### config.mk
export PLATFORM = sky130hd
export DESIGN_NAME = sbw_wake_detect
export DESIGN_NICKNAME = d
export VERILOG_FILES = /design/src/rtl/sbw_pkg.sv /design/src/rtl/sbw_mode_ctrl.sv /design/src/rtl/sbw_wake_filter.sv /design/src/rtl/sbw_rxd_shaper.sv /design/src/rtl/sbw_wake_detect.sv
export SDC_FILE = /design/constraint.sdc
export NUM_CORES = 1
export LEC_CHECK = 0
export BUFFER_PORTS_ARGS = -buffer_cell sky130_fd_sc_hd__buf_2
export CAP_MARGIN = 5
export CORE_ASPECT_RATIO = 1.4
export CORE_MARGIN = 4
export CORE_UTILIZATION = 45
export DETAILED_ROUTE_END_ITERATION = 16
export PLACE_DENSITY_LB_ADDON = 0.05
export SYNTH_ARGS = -nofsm -noshare
export SYNTH_HDL_FRONTEND = slang
export SYNTH_SLANG_ARGS = --single-unit
### constraint.sdc
create_clock -name clk -period 2 [get_ports clk]
set_input_delay 0.1 -clock clk [delete_from_list [all_inputs] [get_ports clk]]
set_output_delay 0.1 -clock clk [all_outputs]
set_load 0.05 [all_outputs]
### src/rtl/sbw_pkg.sv
package sbw_pkg;
  typedef enum logic [1:0] {
    WS_IDLE = 2'd0,
    WS_PEND = 2'd1,
    WS_LOW  = 2'd2
  } wake_st_e;
endpackage

### src/rtl/sbw_mode_ctrl.sv
module sbw_mode_ctrl #(
  parameter int NM_CYC = 5
) (
  input  logic clk,
  input  logic rst_n,
  input  logic stb_i,
  output logic standby_o,
  output logic rx_en_o,
  output logic tx_en_o
);
  localparam int CW = $clog2(NM_CYC + 1);

  logic          standby_q;
  logic [CW-1:0] nm_cnt_q;

  always_ff @(posedge clk or negedge rst_n) begin
    if (!rst_n) begin
      standby_q <= 1'b1;
      nm_cnt_q  <= '0;
    end else begin
      standby_q <= stb_i;
      if (stb_i || standby_q)
        nm_cnt_q <= '0;
      else if (nm_cnt_q != CW'(NM_CYC))
        nm_cnt_q <= nm_cnt_q + 1'b1;
    end
  end

  assign standby_o = standby_q;
  assign rx_en_o   = !standby_q;
  assign tx_en_o   = !standby_q && (nm_cnt_q == CW'(NM_CYC));

  // standby keeps both paths quiet
  a_r2_standby_quiet: assert property (@(posedge clk) disable iff (!rst_n)
    standby_q |-> (!tx_en_o && !rx_en_o));

  // transmitter only comes up after the receiver has been on
  a_r8_tx_after_rx: assert property (@(posedge clk) disable iff (!rst_n)
    $rose(tx_en_o) |-> (rx_en_o && $past(rx_en_o)));
endmodule

### src/rtl/sbw_wake_filter.sv
module sbw_wake_filter #(
  parameter int FILT_CYC = 4
) (
  input  logic clk,
  input  logic rst_n,
  input  logic en_i,
  input  logic lp_dom_i,
  output logic wake_det_o
);
  localparam int FW = $clog2(FILT_CYC + 1);

  logic [FW-1:0] dom_cnt_q;

  always_ff @(posedge clk or negedge rst_n) begin
    if (!rst_n)
      dom_cnt_q <= '0;
    else if (!en_i || !lp_dom_i)
      dom_cnt_q <= '0;
    else if (dom_cnt_q != FW'(FILT_CYC))
      dom_cnt_q <= dom_cnt_q + 1'b1;
  end

  assign wake_det_o = (dom_cnt_q == FW'(FILT_CYC));

  // qualification only follows a sampled dominant level while enabled
  a_r4_det_needs_dom: assert property (@(posedge clk) disable iff (!rst_n)
    $rose(wake_det_o) |-> ($past(lp_dom_i) && $past(en_i)));
endmodule

### src/rtl/sbw_rxd_shaper.sv
module sbw_rxd_shaper
  import sbw_pkg::*;
#(
  parameter int FILT_CYC = 4,
  parameter int FLAG_CYC = 6,
  parameter int REL_CYC  = 3,
  parameter int MIN_LOW  = 8
) (
  input  logic clk,
  input  logic rst_n,
  input  logic en_i,
  input  logic wake_det_i,
  output logic rxd_sb_o
);
  localparam int GAP = FLAG_CYC - FILT_CYC;
  localparam int GW  = $clog2(GAP + 1);
  localparam int RW  = $clog2(REL_CYC + 1);
  localparam int LW  = $clog2(MIN_LOW + 1);

  wake_st_e      st_q;
  logic [GW-1:0] gap_q;
  logic [RW-1:0] rel_q;
  logic [LW-1:0] low_q;
  logic          rel_done, low_done;

  assign rel_done = (rel_q >= RW'(REL_CYC - 1));
  assign low_done = (low_q >= LW'(MIN_LOW - 1));

  always_ff @(posedge clk or negedge rst_n) begin
    if (!rst_n) begin
      st_q  <= WS_IDLE;
      gap_q <= '0;
      rel_q <= '0;
      low_q <= '0;
    end else if (!en_i) begin
      st_q  <= WS_IDLE;
      gap_q <= '0;
      rel_q <= '0;
      low_q <= '0;
    end else begin
      case (st_q)
        WS_IDLE: begin
          if (wake_det_i) begin
            if (GAP <= 1) begin
              st_q  <= WS_LOW;
              rel_q <= '0;
              low_q <= '0;
            end else begin
              st_q  <= WS_PEND;
              gap_q <= GW'(1);
            end
          end
        end
        WS_PEND: begin
          if (gap_q >= GW'(GAP - 1)) begin
            st_q  <= WS_LOW;
            rel_q <= '0;
            low_q <= '0;
          end else begin
            gap_q <= gap_q + 1'b1;
          end
        end
        WS_LOW: begin
          if (low_q != LW'(MIN_LOW))
            low_q <= low_q + 1'b1;
          if (wake_det_i)
            rel_q <= '0;
          else if (rel_done && low_done)
            st_q <= WS_IDLE;
          else if (rel_q != RW'(REL_CYC))
            rel_q <= rel_q + 1'b1;
        end
        default: st_q <= WS_IDLE;
      endcase
    end
  end

  assign rxd_sb_o = (st_q != WS_LOW);

  // the flag only rises through a pending qualification or a direct detect
  a_r5_low_after_det: assert property (@(posedge clk) disable iff (!rst_n)
    (st_q == WS_LOW && $past(st_q) != WS_LOW) |->
      ($past(st_q) == WS_PEND || $past(wake_det_i)));

  // a still-qualified dominant bus keeps the flag low
  a_r6_hold_while_dom: assert property (@(posedge clk) disable iff (!rst_n)
    (st_q == WS_LOW && wake_det_i && en_i) |=> (st_q == WS_LOW));
endmodule

### src/rtl/sbw_wake_detect.sv
module sbw_wake_detect #(
  parameter int FILT_CYC = 4,
  parameter int FLAG_CYC = 6,
  parameter int REL_CYC  = 3,
  parameter int MIN_LOW  = 8,
  parameter int NM_CYC   = 5
) (
  input  logic clk,
  input  logic rst_n,
  input  logic stb_i,
  input  logic bus_dom_i,
  input  logic lp_dom_i,
  input  logic vcc_ok_i,
  output logic rxd_o,
  output logic tx_en_o,
  output logic rx_en_o,
  output logic normal_o
);
  logic standby;
  logic lp_en;
  logic wake_det;
  logic rxd_sb;

  sbw_mode_ctrl #(.NM_CYC(NM_CYC)) u_mode (
    .clk       (clk),
    .rst_n     (rst_n),
    .stb_i     (stb_i),
    .standby_o (standby),
    .rx_en_o   (rx_en_o),
    .tx_en_o   (tx_en_o)
  );

  assign lp_en = standby && vcc_ok_i;

  sbw_wake_filter #(.FILT_CYC(FILT_CYC)) u_filt (
    .clk        (clk),
    .rst_n      (rst_n),
    .en_i       (lp_en),
    .lp_dom_i   (lp_dom_i),
    .wake_det_o (wake_det)
  );

  sbw_rxd_shaper #(
    .FILT_CYC (FILT_CYC),
    .FLAG_CYC (FLAG_CYC),
    .REL_CYC  (REL_CYC),
    .MIN_LOW  (MIN_LOW)
  ) u_shape (
    .clk        (clk),
    .rst_n      (rst_n),
    .en_i       (lp_en),
    .wake_det_i (wake_det),
    .rxd_sb_o   (rxd_sb)
  );

  assign normal_o = !standby;
  assign rxd_o    = standby ? rxd_sb : !bus_dom_i;

  // with the supply gone for a full cycle, standby shows no wake flag
  a_r9_no_wake_unpowered: assert property (@(posedge clk) disable iff (!rst_n)
    (!vcc_ok_i && $past(!vcc_ok_i) && !normal_o) |-> rxd_o);
endmodule

# Word level (Yosys, flattened, before mapping)
# Index checks and enable logic that the tools add are counted.
# Widths: inputs -> output; s select.
[classes]
addsub = 5
magnitude_cmp = 3
eq_ne = 19
muxes = 24
reduce_logical = 16
[op_table]
columns = ["op", "n"]
rows = [
  ["$ne 3x3->1 const B", 10],
  ["$mux 2", 12],
  ["$mux 3", 4],
  ["$mux 4", 3],
  ["$ne 4x4->1 const B", 3],
  ["$pmux 2 s2", 2],
  ["$pmux 4 s2", 1],
  ["$reduce_and 4->1", 2],
  ["$add 3x1->3 const B", 2],
  ["$eq 3x3->1 const B", 2],
  ["$pmux 2 s3", 1],
  ["$reduce_and 3->1", 2],
  ["$add 2x1->2 const B", 2],
  ["$add 4x1->4 const B", 1],
  ["$ge 4x3->1 const B", 1],
  ["$logic_not 1->1", 4],
  ["$ne 2x2->1 const B", 2],
  ["$reduce_bool 2->1", 2],
  ["$logic_and 1x1->1", 3],
  ["$eq 2x1->1 const B", 1],
  ["$eq 2x2->1 const B", 1],
  ["$ge 2x1->1 const B", 1],
  ["$ge 2x2->1 const B", 1],
  ["$logic_not 2->1", 1],
  ["other kinds (2)", 3],
]
[totals]
ff_bits = 17
inputBits = 6
output_inout_bits = 4
word_cells = 74

# Depth between registers and ports, before layout
# Gate-level depths: netlist (run 1).
[logic_depth]
depth_word = 6
ltp_mapped = 7
depth_no_buf = 6

# Cells and area by module
# A second synthesis (run 1) with hierarchy kept.
[unflattened]
hier_cells = 107
area_unflattened_um2 = 1022.2
[by_module_without_submodules]
columns = ["module", "instances", "cells_per_inst", "area_each_um2", "seq_area_each_um2"]
rows = [
  ["sbw_rxd_shaper", 1, 67, 599.3, 250.2],
  ["sbw_mode_ctrl", 1, 18, 224.0, 101.3],
  ["sbw_wake_filter", 1, 18, 180.2, 75.1],
  ["sbw_wake_detect", 1, 4, 18.8, 0.0],
]

# Worst setup path before layout (run 1)
# No wires, ideal clock.
[synth_timing]
kind = "register to register"
from = "register u_shape.gap_q[0]"
to = "register u_shape.low_q[0]"
setup_time_ps = 125
t_arrival_ps = 1533
t_required_ps = 1875
slack_ps = 342
stages_incl_launch_ff = 7
path_buffers = 0
synth_period_minus_slack_ps = 1658
cell_sequence = "dfrtp_1 -> inv_1 -> ha_1 -> or3b_1 -> nor3b_4 -> o21bai_1 -> mux2_4"
[synth_via]
elab_chain_cells = 3
[synth_rtl]
columns = ["item", "line_no", "text"]
rows = [
  ["start, declared", "sbw_rxd_shaper.sv:21", "logic [GW-1:0] gap_q;"],
  ["start signal, assigned", "sbw_rxd_shaper.sv:60", "gap_q <= gap_q + 1'b1;"],
  ["$ge 2x1->1", "sbw_rxd_shaper.sv:55", "if (gap_q >= GW'(GAP - 1)) begin"],
  ["$ne 3x3->1 (no line)", "n/a", ""],
  ["$reduce_and 3->1 (no line)", "n/a", ""],
  ["end signal, assigned", "sbw_rxd_shaper.sv:65", "low_q <= low_q + 1'b1;"],
  ["end, declared", "sbw_rxd_shaper.sv:23", "logic [LW-1:0] low_q;"],
]
# Every way passes these cells.
# A chain may end at the register's enable or synchronous reset.

# Final worst setup path (run 1)
# Same ends and word-level chain as after synthesis.

==> metrics.md, run 1 <==
| Metric | Value |
|---|---|
| Cells after synthesis | 99 |
| Highest clock rate | between 500 and 600 MHz |
| Postcts setup bufs | 0 |
| FF-to-FF End | u_shape.low_q[0]$_DFFE_PN0P_ |
| Sequential share of the synthesized area | between 40% and 50% |
| R2R Path Start | u_shape.gap_q[0]$_DFFE_PN0P_ |
| First-pass GRT wire length | 3077 um |
| Share of layout cells above drive strength 1 | between 10% and 20% |
| Async S/R FF share, synth | 100.0% |
| ANT nets after route | 0 |
| Post-CTS Resized | 0 |
| Actual slew at the worst max-slew pin | roughly 0.4 ns |
| Number of max-cap violations | 0 |
| Fin nets | around 130 |
| Estimated wirelength of the detail-placed design | about 1200 um |
| Total GRT Usage | 13.84% |
| Hold crit path type | primary input to register |
| CORE AREA | 2021 um2 |
| Number of flops mapped to enable cells by yosys | 0 |
| Fin crit period | roughly 1.8 ns |
| Critical path endpoint category | register |
| Wire per inst | between 10 and 15 um |
| Yosys reg bits | 17 |
| Row count | 19 |
| Initial drt markers | 16 |
| Final setup vio count | 0 |
| Die H | around 63 um |
| Hold_buf cts | 2 |
| N_diodes | 0 |
| Status | finished clean |
| Fin Setup TNS | 0 ns |
| Final Util | between 50% and 60% |
| Post-Synth XOR/XNOR Area | under 10% |
| Fin. max-slew vios | 0 |
| Remaining DRCs | 0 |
| RSZ-0062 raised after global routing | no |
| R2R cell count | 6 |
| Synth Area per Inst | ~10 um2 |
| Synth cell types | 32 |
| Clk_lat worst skew | 0.28 ns |
| Initial Util | 48.67% |
| CTS tree | built |
| Number of global-route vias before repair | around 720 |
| CP startpoint kind | register |
| Leak pwr | approximately 0.48 nW |
| Complex-gate fraction of the synthesized area | 11.58% |
| Area delta synth->final | 9.669% |
| R2R Setup Slk | around 0.21 ns |
| GPL Wtd Cong | between 0.7 and 0.8 |
| Die W | about 48 um |
| Pin count of the biggest net entering global routing | 18 |
| Worst VDD drop | approximately 0.27 mV |
| Crit path launch | u_shape.gap_q[0]$_DFFE_PN0P_ |
| Mapped Area | between 900 and 1000 um2 |
| Ys Warns | 0 |
| Max Clock Skew | 0.004800 ns |
| Antenna violations before repair | 0 |
| Remaining global-route overflow | 0 |
| Vias/cell | between 5 and 6 |
| Critical path class | register to register |
| Synth Area in Adders | 11.45% |
| Mux cell area share after synthesis | ~4.7% |
| Vias | between 700 and 800 |
| Number of I/O pins | 10 |
| Syn_nets | about 110 |
| Die area | between 3000 and 4000 um2 |
| Period Utilization, post-route | 89.69% |
| Critical Path RT | between 2 and 2.5 ns |
| Post-Synth Simple-Gate Area | approximately a fifth |
| Commonest register cell after synthesis | dfrtp_1 |
| Worst slew margin | 73.61% |
| CTS sink cnt | 17 |
| Critical path endpoint | u_shape.low_q[0]$_DFFE_PN0P_ |
| Worst EP arrival | about 2 ns |
| Pwr dens | ~540 nW/um2 |
| Final wirelength | about 1700 um |
| Main combinational cell family by area after synthesis | simple AND/OR/NAND/NOR gates |
| Worst Path Max Fanout | 4 |
| First-pass DRT Iterations | 4 |
| Clk root buf | clkbuf_4 |
| TritonCTS buffer count | 3 |
| Clock Tree Buf Depth | 2 |
| Final Hold Vio Count | 0 |
| Clock transition at path regs | roughly 0.10 ns |
| Htree depth | 1 |
| Port Buffer Count | 9 |
## power breakdown
| group | switching, mW | internal, mW | total [mW] |
|---|---|---|---|
| logic | 0.0319 | 0.0165 | 0.0484 |
| registers | 0.00537 | 0.348 | 0.354 |
| clock network | 0.103 | 0.0774 | 0.181 |
| total | 0.140 | 0.442 | 0.583 |
## final cells by class
class	instances	area [um2]
fill	183	942.2
multi-input combinational	69	496.7
sequential	17	426.7
timing repair buffer	11	65.06
inverter	10	37.54
clock buffer	4	26.28
tap	21	26.28
## layout by cell type (no fill, tap or decap), types with 2 or more instances in the layout
master          n
dfrtp_1        16
inv_1          10
nor2_1          9
ha_1            9
buf_2           9
nand2_1         8
o21ai_0         5
a21oi_1         5
nand3b_1        4
nor3_1          3
o21bai_1        3
clkbuf_4        3
and2b_2         2
mux2i_1         2
nand3_1         2
nand2b_1        2
xnor2_1         2
dlygate4sd3_1   2
## per-stage QoR
step	std cells	hold WS, ns	total power [mW]	area, um2	worst slack, ns
2_1_floorplan	99	-0.1956	0.3897	983.4	0.3421
3_3_place_gp	126	0.04850	0.4055	1032	0.2875
3_5_place_dp	126	0.05129	0.4066	1032	0.2326
4_1_cts	132	0.1053	0.5971	1079	0.2081
5_1_grt	132	0.1320	0.6169	1079	0.09530
6_report	132	0.1139	0.5828	1079	0.2062
## state kept, by name (all words and copies together), names as in the netlist
signal and flops:
u_shape.low_q 4, u_filt.dom_cnt_q 3, u_mode.nm_cnt_q 3, u_shape.gap_q 2, u_shape.rel_q 2, u_shape.st_q 2
u_mode.standby_o 1
## synthesized netlist by cell type (all sizes together), types with 3 or more instances
cell / number / area, um2
nand2: 8 / 30.03
nand3b: 4 / 30.03
o21ai: 5 / 25.02
a21oi: 5 / 25.02
nor2: 9 / 33.78
ha: 9 / 112.6
o21bai: 3 / 22.52
inv: 10 / 37.54
dfrtp: 16 / 400.4
nor3: 3 / 15.01
## layer usage
metal	share of wire [%]	up-vias	global-route usage, %
met3	3.8	4	2.564
met1	48	337	18.54
met4	2.3	0	7.266
met5	0	-	0
met2	46	10	20.30
li1	-	359	-
## critical path, stage by stage (launching register included)
cell and delay (ns):
dfrtp_1 0.38, inv_1 0.07, ha_1 0.23, or3b_1 0.38, nor3b_4 0.18, o21bai_1 0.18
mux2_4 0.26
## logic make-up (layout without fill, tap and decap cells)
family          count (synthesis)  in the layout
fa+ha+maj                       9              9
simple gates                   35             35
buf+inv                        13             25
flops                          17             17
mux                             4              4
compound gates                 18             18
xor+xnor                        3              3
## worst min path at each step
stage	cells past startpoint	start	end	slack (ns)
2_1_floorplan	0	rst_n	u_filt.dom_cnt_q[0]$_DFFE_PN0P_	-0.20
3_3_place_gp	1	rst_n	u_mode.nm_cnt_q[2]$_DFFE_PN0P_	0.05
3_5_place_dp	1	rst_n	u_mode.nm_cnt_q[0]$_DFFE_PN0P_	0.05
4_1_cts	3	lp_dom_i	u_filt.dom_cnt_q[1]$_DFFE_PN0P_	0.11
5_1_grt	3	lp_dom_i	u_filt.dom_cnt_q[1]$_DFFE_PN0P_	0.13
6_report	3	lp_dom_i	u_filt.dom_cnt_q[0]$_DFFE_PN0P_	0.11
No activity file was read; power rests on OpenSTA's default activity.
==> inputs of run 2 (changes only) <==
PLACE_DENSITY = 0.69   (was not set)
PLACE_DENSITY_LB_ADDON = not set   (was 0.05)
==> run 2 against run 1 <==
Net effect:
- die area stayed put
- maximum frequency increased by 1.9%
- setup slack improved by 0.034 ns
- combinational power down 0.8%
- register-to-register slack improved by 0.03 ns
- core utilization stayed put
- via count is 1.7% higher
- sequential share of layout area did not move
- final cell count did not move
- sequential power hardly changed
- global-route usage shrank 0.45 points
- critical path type unchanged
==> metrics.md, run 2 (synthesis results as in run 1) <==
| Metric | Value |
|---|---|
| Initial drt markers | 18 (+2) |
| First-pass DRT Iterations | 4 (unchanged) |
| Filler Cells Inserted | 177 (-3.3%) |
| Post-CTS Resized | 0 (unchanged) |
| Pin count of the biggest net entering global routing | 18 (unchanged) |
| GRT met2 Usage | 18.96% (-1.3 points) |
| Postcts setup bufs | 0 (unchanged) |
| ANT nets after route | 0 (unchanged) |
| Worst EP arrival | 1.95 ns (-0.02 ns) |
| Met3 usage | 3.419% (+0.85 points) |
| Fin Hold WS | 0.09541 ns (-0.01851 ns) |
| Area delta synth->final | 9.669% (unchanged) |
| R2R Path Start | u_shape.gap_q[0]$_DFFE_PN0P_ |
| CP startpoint kind | register |
| Critical Path RT | 2.19 ns (+0.02 ns) |
| Port Buffer Count | 9 (unchanged) |
| Fin crit period | 1.760 ns (-0.03428 ns) |
| Vias/cell | 5.470 (+1.7%) |
| Clk_lat worst skew | 0.30 ns (+0.02 ns) |
| Htree depth | 1 (unchanged) |
| Estimated wirelength of the detail-placed design | 1246 um (+1.7%) |
| Period Utilization, post-route | 87.98% (-1.7 points) |
| GPL Wtd Cong | 0.6838 (-6.8%) |
| Fin. max-slew vios | 0 (unchanged) |
| Die H | 63.32 um (unchanged) |
| Crit path launch | u_shape.gap_q[0]$_DFFE_PN0P_ |
| First-pass GRT wire length | 2815 um (-8.5%) |
| CTS sink cnt | 17 (unchanged) |
| R2R cell count | 6 (unchanged) |
| Number of max-cap violations | 0 (unchanged) |
| Final Hold Vio Count | 0 (unchanged) |
| Fin nets | 127 (unchanged) |
| Initial Util | 48.67% (unchanged) |
| Post-route total power | 589.6 uW (+1.2%) |
| Status | finished clean |
| Crit-path cells | inv_1, ha_1, or3b_1, nor3b_4, o21bai_1, mux2_4 |
| Total GRT Usage | 13.39% (-0.45 points) |
| CTS tree | built |
| Worst VDD drop | 0.3367 mV (+24%) |
| Actual slew at the worst max-slew pin | 0.3565 ns (-0.03940 ns) |
| Largest Register | u_shape.low_q |
| CORE AREA | 2021 um2 (unchanged) |
| Worst hold path depth | 3 (unchanged) |
| Final wirelength | 1683 um (+0.30%) |
| Remaining DRCs | 0 (unchanged) |
| Hold crit path type | primary input to register |
| Clock Tree Buf Depth | 2 (unchanged) |
| Highest clock rate | 568.3 MHz (+1.9%) |
| Grt met1 use | 16.34% (-2.2 points) |
| Worst Path Max Fanout | 4 (unchanged) |
| Clk root buf | clkbuf_4 |
| Antenna violations before repair | 0 (unchanged) |
| Max FFs per register | 4 (unchanged) |
| Leading cell type in the layout, fill and taps excluded | dfrtp_1 |
| Share of layout cells above drive strength 1 | 17.12% (unchanged) |
| Worst slew margin | 75.62% (+2.0 points) |
| Critical path class | register to register |
| Die W | 47.51 um (unchanged) |
| Remaining global-route overflow | 0 (unchanged) |
| Most frequent cells in the layout | dfrtp_1 (16), inv_1 (10), nor2_1 (9), ha_1 (9), buf_2 (9) |
| Vias | 722 (+1.7%) |
| Die area | 3008 um2 (unchanged) |
| Largest regs | u_shape.low_q x4, u_filt.dom_cnt_q x3, u_mode.nm_cnt_q x3 |
| Leak pwr | 0.4788 nW (unchanged) |
| Max Clock Skew | 0.001660 ns (-0.003140 ns) |
| Max incr delay on CP | 0.38 ns (about the same) |
| Clock transition at path regs | 0.10 ns (about the same) |
| Critical path endpoint category | register |
| Number of global-route vias before repair | 666 (-7.2%) |
| N_diodes | 0 (unchanged) |
| Row count | 19 (unchanged) |
| RSZ-0062 raised after global routing | no |
| Grt peak-use layer | met2 |
| Final setup vio count | 0 (unchanged) |
| TritonCTS buffer count | 3 (unchanged) |
| Hold Startpoint | lp_dom_i |
| Number of I/O pins | 10 (unchanged) |
| Pwr dens | 546.6 nW/um2 (+1.2%) |
| Wire per inst | 12.75 um (+0.30%) |
| CP max stage cell | or3b_1 |
| Fin Setup TNS | 0 ns (unchanged) |
run 2: cell counts in the layout (fill, tap and decap cells not counted):
Identical to the previous run, type by type.
run 2: area by class of cell:
type	count	area, um2	area share, %
inverters	10	37.54	3.480
flip-flops and latches	17	426.7	39.56
clock buffers	4	26.28	2.436
well taps	21	26.28	2.436
multi-input cells	69	496.7	46.06
repair buffers	11	65.06	6.033
run 2: worst paths after layout:
| path | endpoint | slack [ns] |
|---|---|---|
| worst min-delay path | u_filt.dom_cnt_q[0]$_DFFE_PN0P_ | 0.1 |
| worst max register to register | u_shape.low_q[0]$_DFFE_PN0P_ | 0.24 |
| worst max-delay path | u_shape.low_q[0]$_DFFE_PN0P_ | 0.24 |
| max in group asynchronous | u_mode.standby_o$_DFF_PN1_ | 1.42 |
| worst min register to register | u_shape.rel_q[0]$_DFFE_PN0P_ | 0.52 |
| min in group asynchronous | u_filt.dom_cnt_q[0]$_DFFE_PN0P_ | 0.26 |
run 2: critical path: cells and delay by family, from the launching register on:
| kind | cells | cell delay [ns] |
|---|---|---|
| AND/OR/NAND/NOR | 2 | 0.56 |
| flip-flops | 1 | 0.37 |
| multiplexers | 1 | 0.26 |
| adder cells (fa/ha/maj) | 1 | 0.23 |
| AO/OA/AOI/OAI | 1 | 0.17 |
| buffers and inverters | 1 | 0.06 |
run 2: power breakdown:
group	switching, mW	internal [mW]	total [mW]	leakage, nW
registers	0.00541	0.348	0.354	0.233
logic	0.0316	0.0164	0.0480	0.231
clock network	0.110	0.0778	0.188	0.0150
total	0.147	0.443	0.590	0.479
run 2: metal layers:
metal	vias up	wire length (um)
met3	5	71
met2	13	771
met5	-	0
li1	359	-
met1	345	779
met4	0	61
run 2: timing repair:
| item | in CTS | in global routing |
|---|---|---|
| endpoints found under the setup margin | 0 | 0 |
| hold buffers | 2 | 0 |
| endpoints found under the hold margin | 19 | 0 |
run 2: per-stage QoR:
stage	util, %	instance area [um2]	std cells	worst slack (ns)
after floorplan	-	983.4	99	0.3421
final	53.37	1079	132	0.2405
after detailed placement	51.08	1032	126	0.2588
after global routing	53.37	1079	132	0.1678
after CTS	53.37	1079	132	0.2349
after global placement	51.08	1032	126	0.3008
==> inputs of run 3 (changes only) <==
REMOVE_ABC_BUFFERS = 1   (was not set)
==> run 3 against run 2 <==
Net effect:
- first-iteration DRC count fell by 28%
- maximum frequency decreased by 0.43%
- wire length increased by 2.0%
- non-clock buffer count unchanged
- count of clock-buffer cells in the layout stayed put
- sequential power barely moved
- sequential share of layout area unchanged
- setup slack worse by 0.0076 ns
- critical path depth did not move
==> metrics.md, run 3 (synthesis results as in run 1) <==
| Metric | Value |
|---|---|
| N_diodes | 0 (unchanged) |
| CTS sink cnt | 17 (unchanged) |
| Switching Share | 24.36% (-0.56 points) |
| Clk_lat worst skew | 0.29 ns (about the same) |
| Vias/cell | 5.500 (+0.55%) |
| Fin. max-slew vios | 0 (unchanged) |
| Period Utilization, post-route | 88.36% (+0.38 points) |
| Final wirelength | 1717 um (+2.0%) |
| Estimated wirelength of the detail-placed design | 1271 um (+2.0%) |
| Initial Util | 48.67% (unchanged) |
| First-pass DRT Iterations | 4 (unchanged) |
| Die H | 63.32 um (unchanged) |
| RSZ-0062 raised after global routing | no |
| Critical path endpoint category | register |
| Actual slew at the worst max-slew pin | 0.3828 ns (+0.02631 ns) |
| Int Pwr | 442.5 uW (about the same) |
| Reg power frac | 60.4% (+0.4 points) |
| GPL Wtd Cong | 0.6687 (-2.2%) |
| Highest clock rate | 565.9 MHz (-0.43%) |
| Wire per inst | 13.01 um (+2.0%) |
| Critical path's top delay family | simple AND/OR/NAND/NOR gates |
| Worst Path Max Fanout | 4 (unchanged) |
| Antenna violations before repair | 0 (unchanged) |
| Critical Path RT | 2.19 ns (about the same) |
| Total GRT Usage | 13.96% (+0.57 points) |
| Htree depth | 1 (unchanged) |
| First-pass GRT wire length | 3022 um (+7.4%) |
| Clk pwr share | 31.4% (-0.4 points) |
| Storage cell area | 426.7 um2 (unchanged) |
| Clock Tree Buf Depth | 2 (unchanged) |
| Worst VDD drop | 0.2992 mV (-11%) |
| Crit-path cells | inv_1, ha_1, or3b_1, nor3b_4, o21bai_1, mux2_4 |
| Initial drt markers | 13 (-5) |
| Fin crit period | 1.767 ns (+0.007648 ns) |
| Worst path bufs/invs | 1 (unchanged) |
| Max FFs per register | 4 (unchanged) |
| Number of max-cap violations | 0 (unchanged) |
| Crit path launch | u_shape.gap_q[0]$_DFFE_PN0P_ |
| R2R Setup Slk | 0.23 ns (about the same) |
| Worst slew margin | 74.48% (-1.1 points) |
| Worst EP arrival | 1.95 ns (about the same) |
| Largest regs | u_shape.low_q x4, u_filt.dom_cnt_q x3, u_mode.nm_cnt_q x3 |
| CP max stage cell | or3b_1 |
| Final setup vio count | 0 (unchanged) |
| Number of I/O pins | 10 (unchanged) |
| Hold crit path type | primary input to register |
| Status | finished clean |
| TritonCTS buffer count | 3 (unchanged) |
| Vias | 726 (+0.55%) |
| Hold Startpoint | lp_dom_i |
| Remaining global-route overflow | 0 (unchanged) |
| R2R Path Start | u_shape.gap_q[0]$_DFFE_PN0P_ |
| Leak pwr | 0.4788 nW (unchanged) |
| Port Buffer Count | 9 (unchanged) |
| Leading cell type in the layout, fill and taps excluded | dfrtp_1 |
| Clock transition at path regs | 0.10 ns (about the same) |
| Post-route cell area | 1079 um2 (unchanged) |
| Post-Place Cell Area | 1032 um2 (unchanged) |
| CTS tree | built |
| Largest Register | u_shape.low_q |
| Area of the multi-input gates | 496.7 um2 (unchanged) |
| Remaining DRCs | 0 (unchanged) |
| Clk root buf | clkbuf_4 |
| Combinational cell fraction of total power | 8.2% (about the same) |
| Most frequent cells in the layout | dfrtp_1 (16), inv_1 (10), nor2_1 (9), ha_1 (9), buf_2 (9) |
| Area delta synth->final | 9.669% (unchanged) |
| Die area | 3008 um2 (unchanged) |
| ANT nets after route | 0 (unchanged) |
| Pwr dens | 542.4 nW/um2 (-0.77%) |
| Max Clock Skew | 0.004986 ns (+0.003326 ns) |
| Max incr delay on CP | 0.38 ns (about the same) |
| Postcts setup bufs | 0 (unchanged) |
| CORE AREA | 2021 um2 (unchanged) |
| Die W | 47.51 um (unchanged) |
| Critical path class | register to register |
| Fin nets | 127 (unchanged) |
| Share of layout cells above drive strength 1 | 17.12% (unchanged) |
| CP startpoint kind | register |
| Filler Cells Inserted | 189 (+6.8%) |
| Row count | 19 (unchanged) |
| P_sw | 142.5 uW (-3.0%) |
| Fin Setup TNS | 0 ns (unchanged) |
| Final Hold Vio Count | 0 (unchanged) |
| Number of global-route vias before repair | 742 (+11%) |
| Pin count of the biggest net entering global routing | 18 (unchanged) |
==> run 3: cell counts in the layout (fill, tap and decap cells not counted) <==
No cell type changed its count.
==> run 3: final timing paths <==
path                                              endpoint  cells past startpoint
setup / recovery              u_shape.low_q[0]$_DFFE_PN0P_                      6
hold / removal             u_filt.dom_cnt_q[1]$_DFFE_PN0P_                      3
setup reg to reg              u_shape.low_q[0]$_DFFE_PN0P_                      6
hold reg to reg               u_shape.rel_q[0]$_DFFE_PN0P_                      1
max in group asynchronous       u_mode.standby_o$_DFF_PN1_                      2
min in group asynchronous   u_mode.nm_cnt_q[2]$_DFFE_PN0P_                      2
==> run 3: per-layer routing <==
| metal | vias up | routed length (um) | GRT usage, % |
|---|---|---|---|
| li1 | 359 | - | - |
| met5 | - | 0 | 0 |
| met3 | 5 | 80 | 2.564 |
| met4 | 0 | 49 | 8.304 |
| met1 | 347 | 723 | 16.43 |
| met2 | 15 | 863 | 22.15 |
==> run 3: cell type report <==
class | instances | share of cell area (%)
inverters | 10 | 3.480
multi-input cells | 69 | 46.06
well taps | 21 | 2.436
flip-flops and latches | 17 | 39.56
clock buffers | 4 | 2.436
repair buffers | 11 | 6.033
==> run 3: tightest hold or removal path: stages <==
cell and delay [ns]:
buf_2 0.09, nand3_1 0.11, a21oi_1 0.05
==> run 3: metrics by stage <==
| stage | setup slack (ns) | instances | power (mW) | util (%) | hold WS (ns) |
|---|---|---|---|---|---|
| after floorplan | 0.3421 | 96 | 0.3860 | - | -0.1956 |
| after global placement | 0.2879 | 126 | 0.4048 | 51.08 | 0.03836 |
| after detailed placement | 0.2456 | 126 | 0.4066 | 51.08 | 0.04404 |
| after CTS | 0.2316 | 132 | 0.5960 | 53.37 | 0.1067 |
| after global routing | 0.1379 | 132 | 0.6110 | 53.37 | 0.1356 |
| final | 0.2328 | 132 | 0.5850 | 53.37 | 0.1100 |
==> run 3: power by group through the flow <==
stage	Combinational [mW]	Clock, mW	Sequential [mW]
after global placement	0.0448	0	0.360
after detailed placement	0.0463	0	0.360
after CTS	0.0496	0.193	0.354
after global routing	0.0543	0.202	0.355
after floorplan	0.0269	0	0.359
final	0.0482	0.183	0.353
==> run 3: timing repair <==
| action | 4_1_cts | 5_1_grt |
|---|---|---|
| endpoints found under the setup margin | 0 | 0 |
| gates resized for setup | 0 | 0 |
| hold buffers | 2 | 0 |
| endpoints found under the hold margin | 17 | 0 |
